--- src/rtl/fcmd_pkg.sv ---
// Package: command codes, read modes and status bit positions shared by
// the decoder, the status register and the read path.
package fcmd_pkg;

    typedef enum logic [1:0] {
        RM_ARRAY  = 2'd0,
        RM_STATUS = 2'd1,
        RM_IDENT  = 2'd2
    } rmode_t;

    localparam logic [7:0] CMD_READ_ARRAY  = 8'hFF;
    localparam logic [7:0] CMD_ERASE_SETUP = 8'h20;
    localparam logic [7:0] CMD_CONFIRM     = 8'hD0;
    localparam logic [7:0] CMD_IDENT       = 8'h90;
    localparam logic [7:0] CMD_STATUS      = 8'h70;
    localparam logic [7:0] CMD_CLEAR       = 8'h50;
    localparam logic [7:0] CMD_SUSPEND     = 8'hB0;

    // Status bit positions; sticky bits start at SB_STICKY_LSB
    localparam int SB_READY      = 7;
    localparam int SB_SUSP       = 6;
    localparam int SB_STICKY_LSB = 3;
    localparam int N_STICKY      = 3;   // 0: VPP low, 1: byte-write err, 2: erase err

endpackage

--- src/rtl/fcmd_decode.sv ---
// Command decoder: turns write cycles into a read mode, erase-setup
// tracking, sticky-bit set/clear strobes and sequencer requests.
// Assumes wr_en is a single-cycle pulse and that the sequencer
// flags are synchronous to clk.
module fcmd_decode
    import fcmd_pkg::*;
#(
    parameter int ADDR_W = 20,
    parameter int BLK_W  = 4
) (
    input  logic              clk,
    input  logic              rst_n,
    input  logic              wr_en,
    input  logic [ADDR_W-1:0] addr,
    input  logic [7:0]        wdata,
    input  logic              vpp_high,
    input  logic              seq_busy,
    input  logic              seq_suspended,
    output rmode_t            mode,
    output logic              set_vpp,
    output logic              set_abort,
    output logic              clr_sticky,
    output logic              erase_start,
    output logic [BLK_W-1:0]  erase_block,
    output logic              suspend_req,
    output logic              resume_req
);

    localparam int BLK_LSB = ADDR_W - BLK_W;

    rmode_t mode_q, mode_n;
    logic   setup_q, setup_n;
    logic   start_c, suspend_c, resume_c;

    // Next-state decode of one write cycle
    always_comb begin
        mode_n     = mode_q;
        setup_n    = setup_q;
        start_c    = 1'b0;
        suspend_c  = 1'b0;
        resume_c   = 1'b0;
        set_vpp    = 1'b0;
        set_abort  = 1'b0;
        clr_sticky = 1'b0;
        if (wr_en) begin
            if (setup_q) begin
                setup_n = 1'b0;
                mode_n  = RM_STATUS;
                if (wdata == CMD_CONFIRM) begin
                    if (vpp_high) start_c = 1'b1;
                    else          set_vpp = 1'b1;
                end else begin
                    set_abort = 1'b1;
                end
            end else if (seq_suspended) begin
                case (wdata)
                    CMD_READ_ARRAY: mode_n = RM_ARRAY;
                    CMD_STATUS:     mode_n = RM_STATUS;
                    CMD_CONFIRM: begin
                        resume_c = 1'b1;
                        mode_n   = RM_STATUS;
                    end
                    default: ;
                endcase
            end else begin
                case (wdata)
                    CMD_READ_ARRAY: mode_n = RM_ARRAY;
                    CMD_STATUS:     mode_n = RM_STATUS;
                    CMD_IDENT:      mode_n = RM_IDENT;
                    CMD_CLEAR:      clr_sticky = 1'b1;
                    CMD_ERASE_SETUP: begin
                        if (!seq_busy) setup_n = 1'b1;
                    end
                    CMD_SUSPEND: begin
                        if (seq_busy) begin
                            suspend_c = 1'b1;
                            mode_n    = RM_STATUS;
                        end
                    end
                    default: ;
                endcase
            end
        end
    end

    // Register mode, setup flag and one-cycle sequencer requests
    always_ff @(posedge clk) begin
        if (!rst_n) begin
            mode_q      <= RM_ARRAY;
            setup_q     <= 1'b0;
            erase_start <= 1'b0;
            erase_block <= '0;
            suspend_req <= 1'b0;
            resume_req  <= 1'b0;
        end else begin
            mode_q      <= mode_n;
            setup_q     <= setup_n;
            erase_start <= start_c;
            suspend_req <= suspend_c;
            resume_req  <= resume_c;
            if (start_c) erase_block <= addr[ADDR_W-1:BLK_LSB];
        end
    end

    assign mode = mode_q;


    start_vpp_chk: assert property (@(posedge clk) disable iff (!rst_n)
        erase_start |-> $past(vpp_high && wr_en && wdata == CMD_CONFIRM));


    req_excl_chk: assert property (@(posedge clk) disable iff (!rst_n)
        $onehot0({erase_start, suspend_req, resume_req}));


    resume_src_chk: assert property (@(posedge clk) disable iff (!rst_n)
        resume_req |-> $past(seq_suspended && wr_en));


    susp_src_chk: assert property (@(posedge clk) disable iff (!rst_n)
        suspend_req |-> $past(seq_busy && !seq_suspended));

endmodule

--- src/rtl/fcmd_status.sv ---
// Status register: live sequencer flags and sticky error bits.
// Assumes set strobes are one-cycle. A set wins over a clear in the
// same cycle, so an error is never lost.
module fcmd_status
    import fcmd_pkg::*;
(
    input  logic                clk,
    input  logic                rst_n,
    input  logic [N_STICKY-1:0] set_vec,
    input  logic                clr,
    input  logic                seq_busy,
    input  logic                seq_suspended,
    output logic [7:0]          status
);

    logic [N_STICKY-1:0] sticky_q;

    for (genvar i = 0; i < N_STICKY; i++) begin : g_sticky
        // Hold one error flag until software clears it
        always_ff @(posedge clk) begin
            if (!rst_n)          sticky_q[i] <= 1'b0;
            else if (set_vec[i]) sticky_q[i] <= 1'b1;
            else if (clr)        sticky_q[i] <= 1'b0;
        end


        sticky_hold_chk: assert property (@(posedge clk) disable iff (!rst_n)
            $fell(sticky_q[i]) |-> $past(clr));
    end

    // Assemble the status byte from live flags and sticky bits
    always_comb begin
        status = '0;
        status[SB_READY] = ~seq_busy;
        status[SB_SUSP]  = seq_suspended;
        status[SB_STICKY_LSB +: N_STICKY] = sticky_q;
    end

endmodule

--- src/rtl/fcmd_read.sv ---
// Read path: selects array, status or identifier data and registers it.
// The status byte is captured on the rising read strobe and held while
// the strobe stays high.
module fcmd_read
    import fcmd_pkg::*;
#(
    parameter int         ADDR_W = 20,
    parameter logic [7:0] ID_MFR = 8'h89,
    parameter logic [7:0] ID_DEV = 8'hA2
) (
    input  logic              clk,
    input  logic              rst_n,
    input  logic              rd_en,
    input  rmode_t            mode,
    input  logic [ADDR_W-1:0] addr,
    input  logic [7:0]        arr_data,
    input  logic [7:0]        status,
    output logic [7:0]        rdata
);

    logic       rd_q;
    logic [7:0] hold_q;
    logic [7:0] id_byte;

    // Identifier lookup by address
    always_comb begin
        if (addr == ADDR_W'(0))      id_byte = ID_MFR;
        else if (addr == ADDR_W'(1)) id_byte = ID_DEV;
        else                         id_byte = 8'h00;
    end

    // Track the strobe and latch status on its rising cycle
    always_ff @(posedge clk) begin
        if (!rst_n) begin
            rd_q   <= 1'b0;
            hold_q <= 8'h00;
        end else begin
            rd_q <= rd_en;
            if (rd_en && !rd_q) hold_q <= status;
        end
    end

    // Register the selected read data
    always_ff @(posedge clk) begin
        if (!rst_n || !rd_en) begin
            rdata <= 8'h00;
        end else begin
            case (mode)
                RM_STATUS: rdata <= rd_q ? hold_q : status;
                RM_IDENT:  rdata <= id_byte;
                default:   rdata <= arr_data;
            endcase
        end
    end


    hold_stable_chk: assert property (@(posedge clk) disable iff (!rst_n)
        (rd_en && rd_q) |=> $stable(hold_q));


    idle_zero_chk: assert property (@(posedge clk) disable iff (!rst_n)
        !rd_en |=> (rdata == 8'h00));

endmodule

--- src/rtl/fcmd_if.sv ---
// Top level of the flash command interface: wires the decoder, the
// status register and the read path together. The array read port is
// addressed straight from the bus address.
module fcmd_if
    import fcmd_pkg::*;
#(
    parameter int         ADDR_W = 20,
    parameter int         BLK_W  = 4,
    parameter logic [7:0] ID_MFR = 8'h89,
    parameter logic [7:0] ID_DEV = 8'hA2
) (
    input  logic              clk,
    input  logic              rst_n,
    input  logic              wr_en,
    input  logic              rd_en,
    input  logic [ADDR_W-1:0] addr,
    input  logic [7:0]        wdata,
    output logic [7:0]        rdata,
    output logic [ADDR_W-1:0] arr_addr,
    input  logic [7:0]        arr_data,
    input  logic              vpp_high,
    input  logic              seq_busy,
    input  logic              seq_suspended,
    input  logic              seq_err,
    input  logic              bw_err,
    output logic              erase_start,
    output logic [BLK_W-1:0]  erase_block,
    output logic              suspend_req,
    output logic              resume_req
);

    rmode_t              mode;
    logic                set_vpp, set_abort, clr_sticky;
    logic [N_STICKY-1:0] set_vec;
    logic [7:0]          status;

    fcmd_decode #(.ADDR_W(ADDR_W), .BLK_W(BLK_W)) u_dec (
        .clk, .rst_n, .wr_en, .addr, .wdata, .vpp_high,
        .seq_busy, .seq_suspended,
        .mode, .set_vpp, .set_abort, .clr_sticky,
        .erase_start, .erase_block, .suspend_req, .resume_req
    );

    // Map error sources onto the sticky bits: 0 VPP, 1 byte write, 2 erase
    assign set_vec = {set_abort | seq_err, bw_err, set_vpp};

    fcmd_status u_stat (
        .clk, .rst_n, .set_vec, .clr(clr_sticky),
        .seq_busy, .seq_suspended, .status
    );

    fcmd_read #(.ADDR_W(ADDR_W), .ID_MFR(ID_MFR), .ID_DEV(ID_DEV)) u_rd (
        .clk, .rst_n, .rd_en, .mode, .addr, .arr_data, .status, .rdata
    );

    assign arr_addr = addr;

endmodule

--- config.mk ---
export PLATFORM = sky130hd
export DESIGN_NAME = fcmd_if
export DESIGN_NICKNAME = d
export VERILOG_FILES = /design/src/rtl/fcmd_pkg.sv /design/src/rtl/fcmd_decode.sv /design/src/rtl/fcmd_status.sv /design/src/rtl/fcmd_read.sv /design/src/rtl/fcmd_if.sv
export SDC_FILE = /design/constraint.sdc
export NUM_CORES = 1
export LEC_CHECK = 0
export ABC_AREA = 1
export BUFFER_PORTS_ARGS = -buffer_cell sky130_fd_sc_hd__clkbuf_2
export CAP_MARGIN = 30
export CORE_MARGIN = 2
export CORE_UTILIZATION = 45
export CTS_CLUSTER_DIAMETER = 60
export DETAILED_ROUTE_END_ITERATION = 16
export PLACE_DENSITY_LB_ADDON = 0.05
export SLEW_MARGIN = 10
export SYNTH_ARGS = -nofsm -noshare
export SYNTH_HDL_FRONTEND = slang
export SYNTH_SLANG_ARGS = --single-unit
--- constraint.sdc ---
create_clock -name clk -period 3.85 [get_ports clk]
set_clock_uncertainty 0.1 [all_clocks]
set_input_delay 0.9625 -clock clk [delete_from_list [all_inputs] [get_ports clk]]
set_output_delay 0.9625 -clock clk [all_outputs]
set_load 0.01 [all_outputs]
==> results.md, run 1 <==
* Post-Route Utilization at 57.1%
* Core area at 3360 um^2
* CP Launch Type: input pin
* Unrepaired setup endpoints after global routing: false
* DP Worst Slack at 1.59 ns
* Syn nets at 286
* Total Die Area at 4040 um^2
* Post-cts sizing count at 0
* Asr flop ratio synth at 0%
* Post-synth EDFFs at 0
* Most common cell on crit path: clkbuf_2
* CP bufs+invs at 2
* FMAX at 443 MHz
* WL per Instance at 10.5 um
* Iter 0 DRT Violations at 90
* All-Layer GR Usage at 18.4%
* Vias in the first global route at 1376
* Vias at 1615
* Critical path type: in -> out
* CP Cell Sequence: clkbuf_2 -> clkbuf_2
* Syn Area/Cell at 6.68 um^2
* Period utilization at 58.6%
* Slew Limit Fails at 0
* Main synth FF type: dfxtp_1
* Area leader, netlist: dfxtp_1
* Max-cap viol count at 0
* Final hold vios at 0
* Max clock buf depth at 2
* Slowest CP cell: clkbuf_2
* Delay-heaviest family, CP: buffers and inverters
* Vias per cell at 4.67
* Final Cell Area at 1920 um^2
* Register area share after synthesis at 33.9%
* Arr. time, crit path at 1.19 ns
* Total grt overflow at 0
* Synth top area cells: dfxtp_1 (34%), nor2_1 (12%), nand2_1 (11%)
* First-pass GRT wire length at 5960 um
* Yosys warns at 0
* Layout cells sized above 1 at 31.3%
* Initial antenna violation count at 0
* LEAKAGE at 0.999 nW
* Final setup fails at 0
* Ports at 80
* Post-CTS setup buffers at 0
* CTS tree: done
* CP endpoint kind: output port
* Synth unique cells at 29
* Routed Antenna Nets at 0
* Slack of the critical path at 1.60 ns
* Clk sink count at 27
* Clk_lat worst skew at 0.32 ns
* Synth Register Bits at 27
* Die width at 63.6 um
* Antenna Cells at 0
* # port buffers at 79
* Count leader, synth: nor2_1
* Clk slew on worst S/H paths at 0.15 ns
* Dpl hpwl at 3060 um
* Final #Nets at 348
* Residual DRC at 0
* Largest net degree at the start of global routing at 17
* Area delta synth->final at 20.2%
* Row count at 21
* Drt first pass iters at 4
* Req. time, crit path at 2.79 ns
* Power, Total at 0.534 mW
* Worst relative slew slack at 74.7%
* Hold buffer count at CTS at 0
* Die Ht at 63.6 um
* Final min period at 2.25 ns
* Top-area cell type share of the netlist area at 33.9%
* Power per cell area at 278 nW/um^2
* Area after DPL at 1890 um^2
* CTS Buf Count at 3
* Critical Path Max Stage Delay at 0.13 ns
* CP max FO at 3
* Post-Syn Area at 1600 um^2
* Initial core utilization at 47.5%
* Routed WL at 3640 um
* Status: complete, no violations
* Worst Hold Class: reg -> reg
* Final Wtd Congestion at 0.893
* CTS H-tree lvls at 1
* Worst-Margin Slew at 0.380 ns
* Root Buffer: clkbuf_4
* Fillers at 353
* Post-synth top cells: nor2_1 (49), nand2_1 (46), inv_1 (29), dfxtp_1 (27), buf_4 (20)
* Worst vdd ir at 0.163 mV
* Setup TNS at 0 ns
* Synth Instances at 239
[registers in the layout (all words and copies together), names as in the netlist, 2 cells and up]
signal and count:
u_rd.hold_q 5, u_stat.status 3, u_rd.rdata 8, u_dec.erase_block 4
u_dec.mode 2
[metrics by stage]
| stage | instances | hold WS, ns |
|---|---|---|
| global route | 346 | 0.394 |
| finish | 346 | 0.365 |
| detailed placement | 342 | 0.346 |
| global placement | 342 | 0.346 |
| floorplan | 239 | 0.341 |
| CTS | 346 | 0.371 |
[report_power, final]
part           internal, mW  switching (mW)
Combinational        0.0458          0.0660
Sequential            0.290         0.00507
Clock                0.0397          0.0869
Total                 0.376           0.158
[layout by cell type, fill, tap and decap left out, types with 2 or more instances in the layout]
cell type   n
a211oi_1    5
a21oi_1     9
clkbuf_2   79
clkbuf_4    3
dfxtp_1    27
ha_1        2
inv_1      29
nand2_1    46
nand2_2     2
nand3_1    13
nand4_1     3
nor2_1     49
nor2_2      2
nor2_4      2
nor3_1      3
nor4_1      4
o21ai_0     7
o31ai_1     2
or2_2       2
[logic make-up (layout without fill, tap and decap cells)]
kind of cell | count (synthesis) | count (layout) | share of synthesized area [%]
and+or+nand+nor | 132 | 132 | 37.9
muxes | 1 | 1 | 0.627
buffers and inverters | 52 | 113 | 17.1
DFF | 27 | 27 | 33.9
AOI/OAI and AO/OA | 25 | 25 | 9.01
adders and majority gates | 2 | 2 | 1.57
[final timing paths]
check	startpoint	end	slack, ns	cells after the start
setup / recovery	addr[16]	arr_addr[16]	1.60	2
hold / removal	u_dec.erase_block[2]	u_dec.erase_block[2]	0.37	2
setup reg to reg	u_dec.mode[0]	u_rd.rdata[3]	1.94	9
hold reg to reg	u_dec.erase_block[2]	u_dec.erase_block[2]	0.37	2
[routing by layer]
metal	share of wire, %	track usage [%]
met4	0.60	5.16
met2	45	31.3
met3	7.5	3.75
met1	47	23.3
met5	0	0
[cell type report]
type | instances | area [um^2] | area share (%)
well taps | 46 | 57.6 | 3.00
multi-input cells | 160 | 783 | 40.8
clock buffers | 3 | 22.5 | 1.17
clock inverters | 1 | 7.51 | 0.391
repair buffers | 79 | 395 | 20.6
inverters | 30 | 113 | 5.87
flip-flops and latches | 27 | 541 | 28.2
No activity file was read; power rests on OpenSTA's default activity.
==> inputs of run 2 (changes only) <==
clock period = 2.2 ns   (was 3.85 ns; I/O delays follow)
==> results.md, run 2 (same netlist as run 1, synthesis figures left out) <==
* Unrepaired setup endpoints after global routing: false
* Period utilization at 85.6%
* Clk sink count at 27 (unchanged)
* Final Cell Area at 1930 um^2 (+0.39%)
* Worst relative slew slack at 76.9% (+2.3 points)
* Delay-heaviest family, CP: simple AND/OR/NAND/NOR gates
* Root Buffer: clkbuf_4
* WL per Instance at 10.8 um (+2.4%)
* Final setup fails at 0 (unchanged)
* Die width at 63.6 um (unchanged)
* Worst vdd ir at 0.307 mV (+89%)
* Hold depth at 3 (+1)
* Dpl hpwl at 3180 um (+4.0%)
* Drt first pass iters at 4 (unchanged)
* Row count at 21 (unchanged)
* CTS H-tree lvls at 1 (unchanged)
* Commonest non-fill, non-tap cell in the layout: clkbuf_2
* Area delta synth->final at 20.7%
* Vias per cell at 4.78 (+2.3%)
* Fillers at 365 (+3.4%)
* Max-cap viol count at 0 (unchanged)
* Max clock buf depth at 2 (unchanged)
* Reg2Reg Depth at 9 (unchanged)
* # port buffers at 79 (unchanged)
* Final #Nets at 349 (+0.29%)
* Vias at 1657 (+2.6%)
* Core area at 3360 um^2 (unchanged)
* Ports at 80 (unchanged)
* CP endpoint: u_rd.rdata[5]
* Iter 0 DRT Violations at 55 (-39%)
* Final hold vios at 0 (unchanged)
* CP max FO at 10 (+7)
* Area after DPL at 1900 um^2 (+0.40%)
* Req. time, crit path at 2.40 ns (-0.39 ns)
* Final min period at 1.88 ns
* Post-CTS setup buffers at 0 (unchanged)
* Crit Reg-Reg Endpoint: u_rd.rdata[5]
* Worst-Margin Slew at 0.346 ns (-0.0338 ns)
* Post-cts sizing count at 0 (unchanged)
* CP endpoint kind: flop
* First-pass GRT wire length at 6310 um (+5.9%)
* CTS tree: done
* Critical Path Source: u_dec.mode[0]
* Most common cell on crit path: nor2_1
* Largest register FFs at 8 (unchanged)
* CP Cell Sequence: inv_1 -> ha_1 -> nor2_1 -> nand2_1 -> nor3_1 -> nand4_1 -> nor2_1 -> nor2_1 -> nor2_1
* Final Wtd Congestion at 0.876 (-1.9%)
* Status: complete, no violations
* Slowest CP cell: ha_1
* Worst Hold Class: in -> reg
* Total Die Area at 4040 um^2 (unchanged)
* Arr. time, crit path at 2.08 ns (+0.89 ns)
* Power per cell area at 488 nW/um^2 (+75%)
* Setup TNS at 0 ns (unchanged)
* Largest net degree at the start of global routing at 17 (unchanged)
* LEAKAGE at 1.00 nW (+0.48%)
* All-Layer GR Usage at 19.6% (+1.2 points)
* Clk slew on worst S/H paths at 0.15 ns (about the same)
* Total grt overflow at 0 (unchanged)
* Multi-input gate area at 783 um^2 (unchanged)
* Clk_lat worst skew at 0.34 ns (+0.02 ns)
* FMAX at 531 MHz
* Initial core utilization at 47.5% (unchanged)
* Largest Register: u_rd.rdata
* Vias in the first global route at 1478 (+7.4%)
* Critical Path Max Stage Delay at 0.44 ns (+0.31 ns)
* CP Launch Type: flop
* Slew Limit Fails at 0 (unchanged)
* Most frequent cells in the layout: clkbuf_2 (79), nor2_1 (49), nand2_1 (46), inv_1 (29), dfxtp_1 (27)
* Layout cells sized above 1 at 31.6% (+0.23 points)
* R2r setup slk at 0.32 ns (-1.62 ns)
* FF/Latch Area at 541 um^2 (unchanged)
* CTS Buf Count at 3 (unchanged)
* Die Ht at 63.6 um (unchanged)
* Antenna Cells at 0 (unchanged)
* Hold buffer count at CTS at 0 (unchanged)
* R2R Path Start: u_dec.mode[0]
* Residual DRC at 0 (unchanged)
* Top Registers: u_rd.rdata (8), u_rd.hold_q (5), u_dec.erase_block (4)
* CP bufs+invs at 1 (-1)
* Routed Antenna Nets at 0 (unchanged)
* Routed WL at 3740 um (+2.7%)
* Critical path type: reg -> reg
* Critical Path Stages at 9 (+7)
* Initial antenna violation count at 0 (unchanged)
run 2: cell count changes in the layout (fill, tap and decap cells not counted), sizes merged:
cell / change
buf: +1
run 2: worst min-delay path, stage by stage:
cell and delay (ns):
clkbuf_2 0.08, nand2_1 0.06, nor2_1 0.03
run 2: final cells by class:
class                           instances  share of cell area [%]
Tap cell                               46                    2.99
Timing Repair Buffer                   80                    20.9
Clock inverter                          1                   0.390
Inverter                               30                    5.84
Sequential cell                        27                    28.1
Clock buffer                            3                    1.17
Multi-Input combinational cell        160                    40.6
run 2: metal layers:
metal  vias up  part of all wire, %  global-route usage [%]
met5         -                    0                       0
met4         0                  1.4                    7.88
met3         5                  7.5                    3.93
met2        59                   45                    32.2
met1       725                   46                    24.9
li1        868                    -                       -
run 2: report_power, final:
| group | switching (mW) | total (mW) | internal (mW) |
|---|---|---|---|
| clock network | 0.155 | 0.225 | 0.0699 |
| logic | 0.117 | 0.198 | 0.0812 |
| registers | 0.00889 | 0.517 | 0.508 |
run 2: how the worst min path moves through the flow:
stage	startpoint	end	slack, ns
floorplan	u_stat.status[3]	u_stat.status[3]	0.34
global placement	u_dec.erase_block[2]	u_dec.erase_block[2]	0.35
detailed placement	u_dec.erase_block[3]	u_dec.erase_block[3]	0.34
CTS	arr_data[2]	u_rd.rdata[2]	0.29
global route	arr_data[0]	u_rd.rdata[0]	0.31
finish	arr_data[2]	u_rd.rdata[2]	0.29
run 2: per-stage QoR:
step / power (mW) / setup slack [ns] / std cells / util, % / hold slack, ns
3_3_place_gp: 0.726 / 0.339 / 343 / 56.4 / 0.347
2_1_floorplan: 0.653 / 0.597 / 239 / - / 0.341
5_1_grt: 0.996 / 0.172 / 347 / 57.3 / 0.314
6_report: 0.940 / 0.317 / 347 / 57.3 / 0.294
3_5_place_dp: 0.728 / 0.323 / 343 / 56.4 / 0.345
4_1_cts: 0.952 / 0.282 / 347 / 57.3 / 0.290
==> inputs of run 3 (changes only) <==
CELL_PAD_IN_SITES_DETAIL_PLACEMENT = 1   (was unset)
CELL_PAD_IN_SITES_GLOBAL_PLACEMENT = 2   (was unset)
CORE_UTILIZATION = 22   (was 45)
==> results.md, run 3 (same netlist as run 1, synthesis figures left out) <==
* Antenna Cells at 0 (unchanged)
* Area delta synth->final at 26.7%
* Top Registers: u_rd.rdata (8), u_rd.hold_q (5), u_dec.erase_block (4)
* Comb pwr share at 20.4% (-0.6 points)
* Routed WL at 4830 um (+29%)
* CP endpoint kind: flop
* Fillers at 972 (+170%)
* Crit Reg-Reg Endpoint: u_rd.rdata[3]
* Final Wtd Congestion at 0.807 (-7.9%)
* WL per Instance at 12.0 um (+11%)
* Worst-Margin Slew at 0.382 ns (+0.0362 ns)
* Dpl hpwl at 4130 um (+30%)
* First-pass GRT wire length at 7620 um (+21%)
* Clock share of power at 28.6% (+4.6 points)
* Routed Antenna Nets at 0 (unchanged)
* Vias per cell at 4.20 (-12%)
* NetSw at 0.290 mW (+3.1%)
* Residual DRC at 0 (unchanged)
* Most frequent cells in the layout: clkbuf_2 (79), nor2_1 (49), nand2_1 (46), inv_1 (29), dfxtp_1 (27)
* Int Pwr at 0.722 mW (+9.5%)
* FMAX at 545 MHz (+2.6%)
* Arr. time, crit path at 1.96 ns (-0.12 ns)
* All-Layer GR Usage at 12.5% (-7.1 points)
* Hold wc startpoint: arr_data[2]
* Unrepaired setup endpoints after global routing: false
* Setup TNS at 0 ns (unchanged)
* Total grt overflow at 0 (unchanged)
* Final #Nets at 351 (+0.57%)
* R2r setup slk at 0.36 ns (+0.05 ns)
* Slew Limit Fails at 0 (unchanged)
* Period utilization at 83.4% (-2.2 points)
* CP Launch Type: flop
* DP Worst Slack at 0.312 ns (-0.0104 ns)
* Drt first pass iters at 4 (unchanged)
* Hold Path Sink: u_rd.rdata[2]
* Critical path type: reg -> reg
* CP max FO at 4 (-6)
* Ports at 80 (unchanged)
* CTS Buf Count at 3 (unchanged)
* Total Die Area at 7950 um^2 (+97%)
* Net Sw Frac at 28.6% (-1.2 points)
* Largest net degree at the start of global routing at 15 (-2)
* LEAKAGE at 1.02 nW (+1.8%)
* Clk slew on worst S/H paths at 0.10 ns (-0.05 ns)
* Hold WS at 0.367 ns (+0.0731 ns)
* Root Buffer: clkbuf_8
* Max clock buf depth at 2 (unchanged)
* Vias at 1687 (+1.8%)
* Initial core utilization at 22.4% (-25 points)
* Vias in the first global route at 1608 (+8.8%)
* Worst vdd ir at 0.173 mV (-44%)
* # port buffers at 79 (unchanged)
* CTS H-tree lvls at 1 (unchanged)
* Sequential power share at 51.1% (-3.9 points)
* Reg2Reg Depth at 9 (unchanged)
* Final setup fails at 0 (unchanged)
* Worst Hold Class: in -> reg
* Die width at 89.2 um (+40%)
* Slack of the critical path at 0.364 ns (+0.0474 ns)
* Hold buffer count at CTS at 0 (unchanged)
* Core area at 7140 um^2 (+110%)
* Row count at 31 (+48%)
* Post-CTS setup buffers at 0 (unchanged)
* Req. time, crit path at 2.32 ns (-0.08 ns)
* Iter 0 DRT Violations at 55 (unchanged)
* Hold depth at 3 (unchanged)
* Die Ht at 89.2 um (+40%)
* Post-Route Utilization at 28.3% (-29 points)
* R2R Path Start: u_dec.mode[0]
* Largest Register: u_rd.rdata
* Status: complete, no violations
* Final min period at 1.84 ns (-0.0474 ns)
* Max-cap viol count at 0 (unchanged)
* Layout cells sized above 1 at 31.7% (+0.12 points)
* Initial antenna violation count at 0 (unchanged)
* Clk sink count at 27 (unchanged)
* Clk_lat worst skew at 0.27 ns (-0.07 ns)
* Post-cts sizing count at 0 (unchanged)
* Worst relative slew slack at 74.3% (-2.6 points)
* CTS tree: done
* Power per cell area at 500 nW/um^2 (+2.5%)
* Final hold vios at 0 (unchanged)
* Largest register FFs at 8 (unchanged)
* Commonest non-fill, non-tap cell in the layout: clkbuf_2
==> run 3: worst max-delay path by stage <==
stage                        startpoint             to  slack, ns  cells after the start
final                     u_dec.mode[0]  u_rd.rdata[3]       0.36                      9
after global routing      u_dec.mode[0]  u_rd.rdata[3]       0.09                      9
after CTS                 u_dec.mode[0]  u_rd.rdata[3]       0.29                      9
after detailed placement  u_dec.mode[0]  u_rd.rdata[3]       0.31                      9
after global placement    u_dec.mode[0]  u_rd.rdata[3]       0.32                      9
after floorplan           u_dec.mode[0]  u_rd.rdata[3]       0.60                     10
==> run 3: power groups by stage <==
stage / clock network (mW) / registers, mW / logic (mW)
finish: 0.289 / 0.517 / 0.206
global route: 0.319 / 0.519 / 0.239
CTS: 0.300 / 0.517 / 0.213
detailed placement: 0 / 0.528 / 0.212
global placement: 0 / 0.528 / 0.212
floorplan: 0 / 0.530 / 0.123
==> run 3: cell type report <==
type | count | area, um^2 | share of cell area (%)
Multi-Input combinational cell | 160 | 783 | 38.7
Sequential cell | 27 | 541 | 26.7
Timing Repair Buffer | 82 | 418 | 20.7
Tap cell | 99 | 124 | 6.12
Inverter | 30 | 113 | 5.57
Clock buffer | 4 | 45.0 | 2.23
==> run 3: critical path: stages (launching register included) <==
cell,delay [ns]
dfxtp_1,0.34
inv_1,0.06
ha_1,0.37
nor2_1,0.14
nand2_1,0.06
nor3_1,0.17
nand4_1,0.19
nor2_1,0.21
nor2_1,0.06
nor2_1,0.08
==> run 3: through the flow <==
stage,cell area (um^2),power (mW),instances
floorplan,1600,0.653,239
global placement,1980,0.740,398
detailed placement,1980,0.740,398
CTS,2020,1.03,402
global route,2020,1.08,402
finish,2020,1.01,402
==> run 3: routing by layer <==
metal / vias to the layer above / routed length (um) / track usage, % / share of wire [%]
met3: 7 / 245 / 1.85 / 5.1
met1: 755 / 2080 / 14.4 / 43
li1: 872 / - / - / -
met5: - / 0 / 0 / 0
met4: 0 / 89 / 4.21 / 1.8
met2: 53 / 2410 / 23.4 / 50
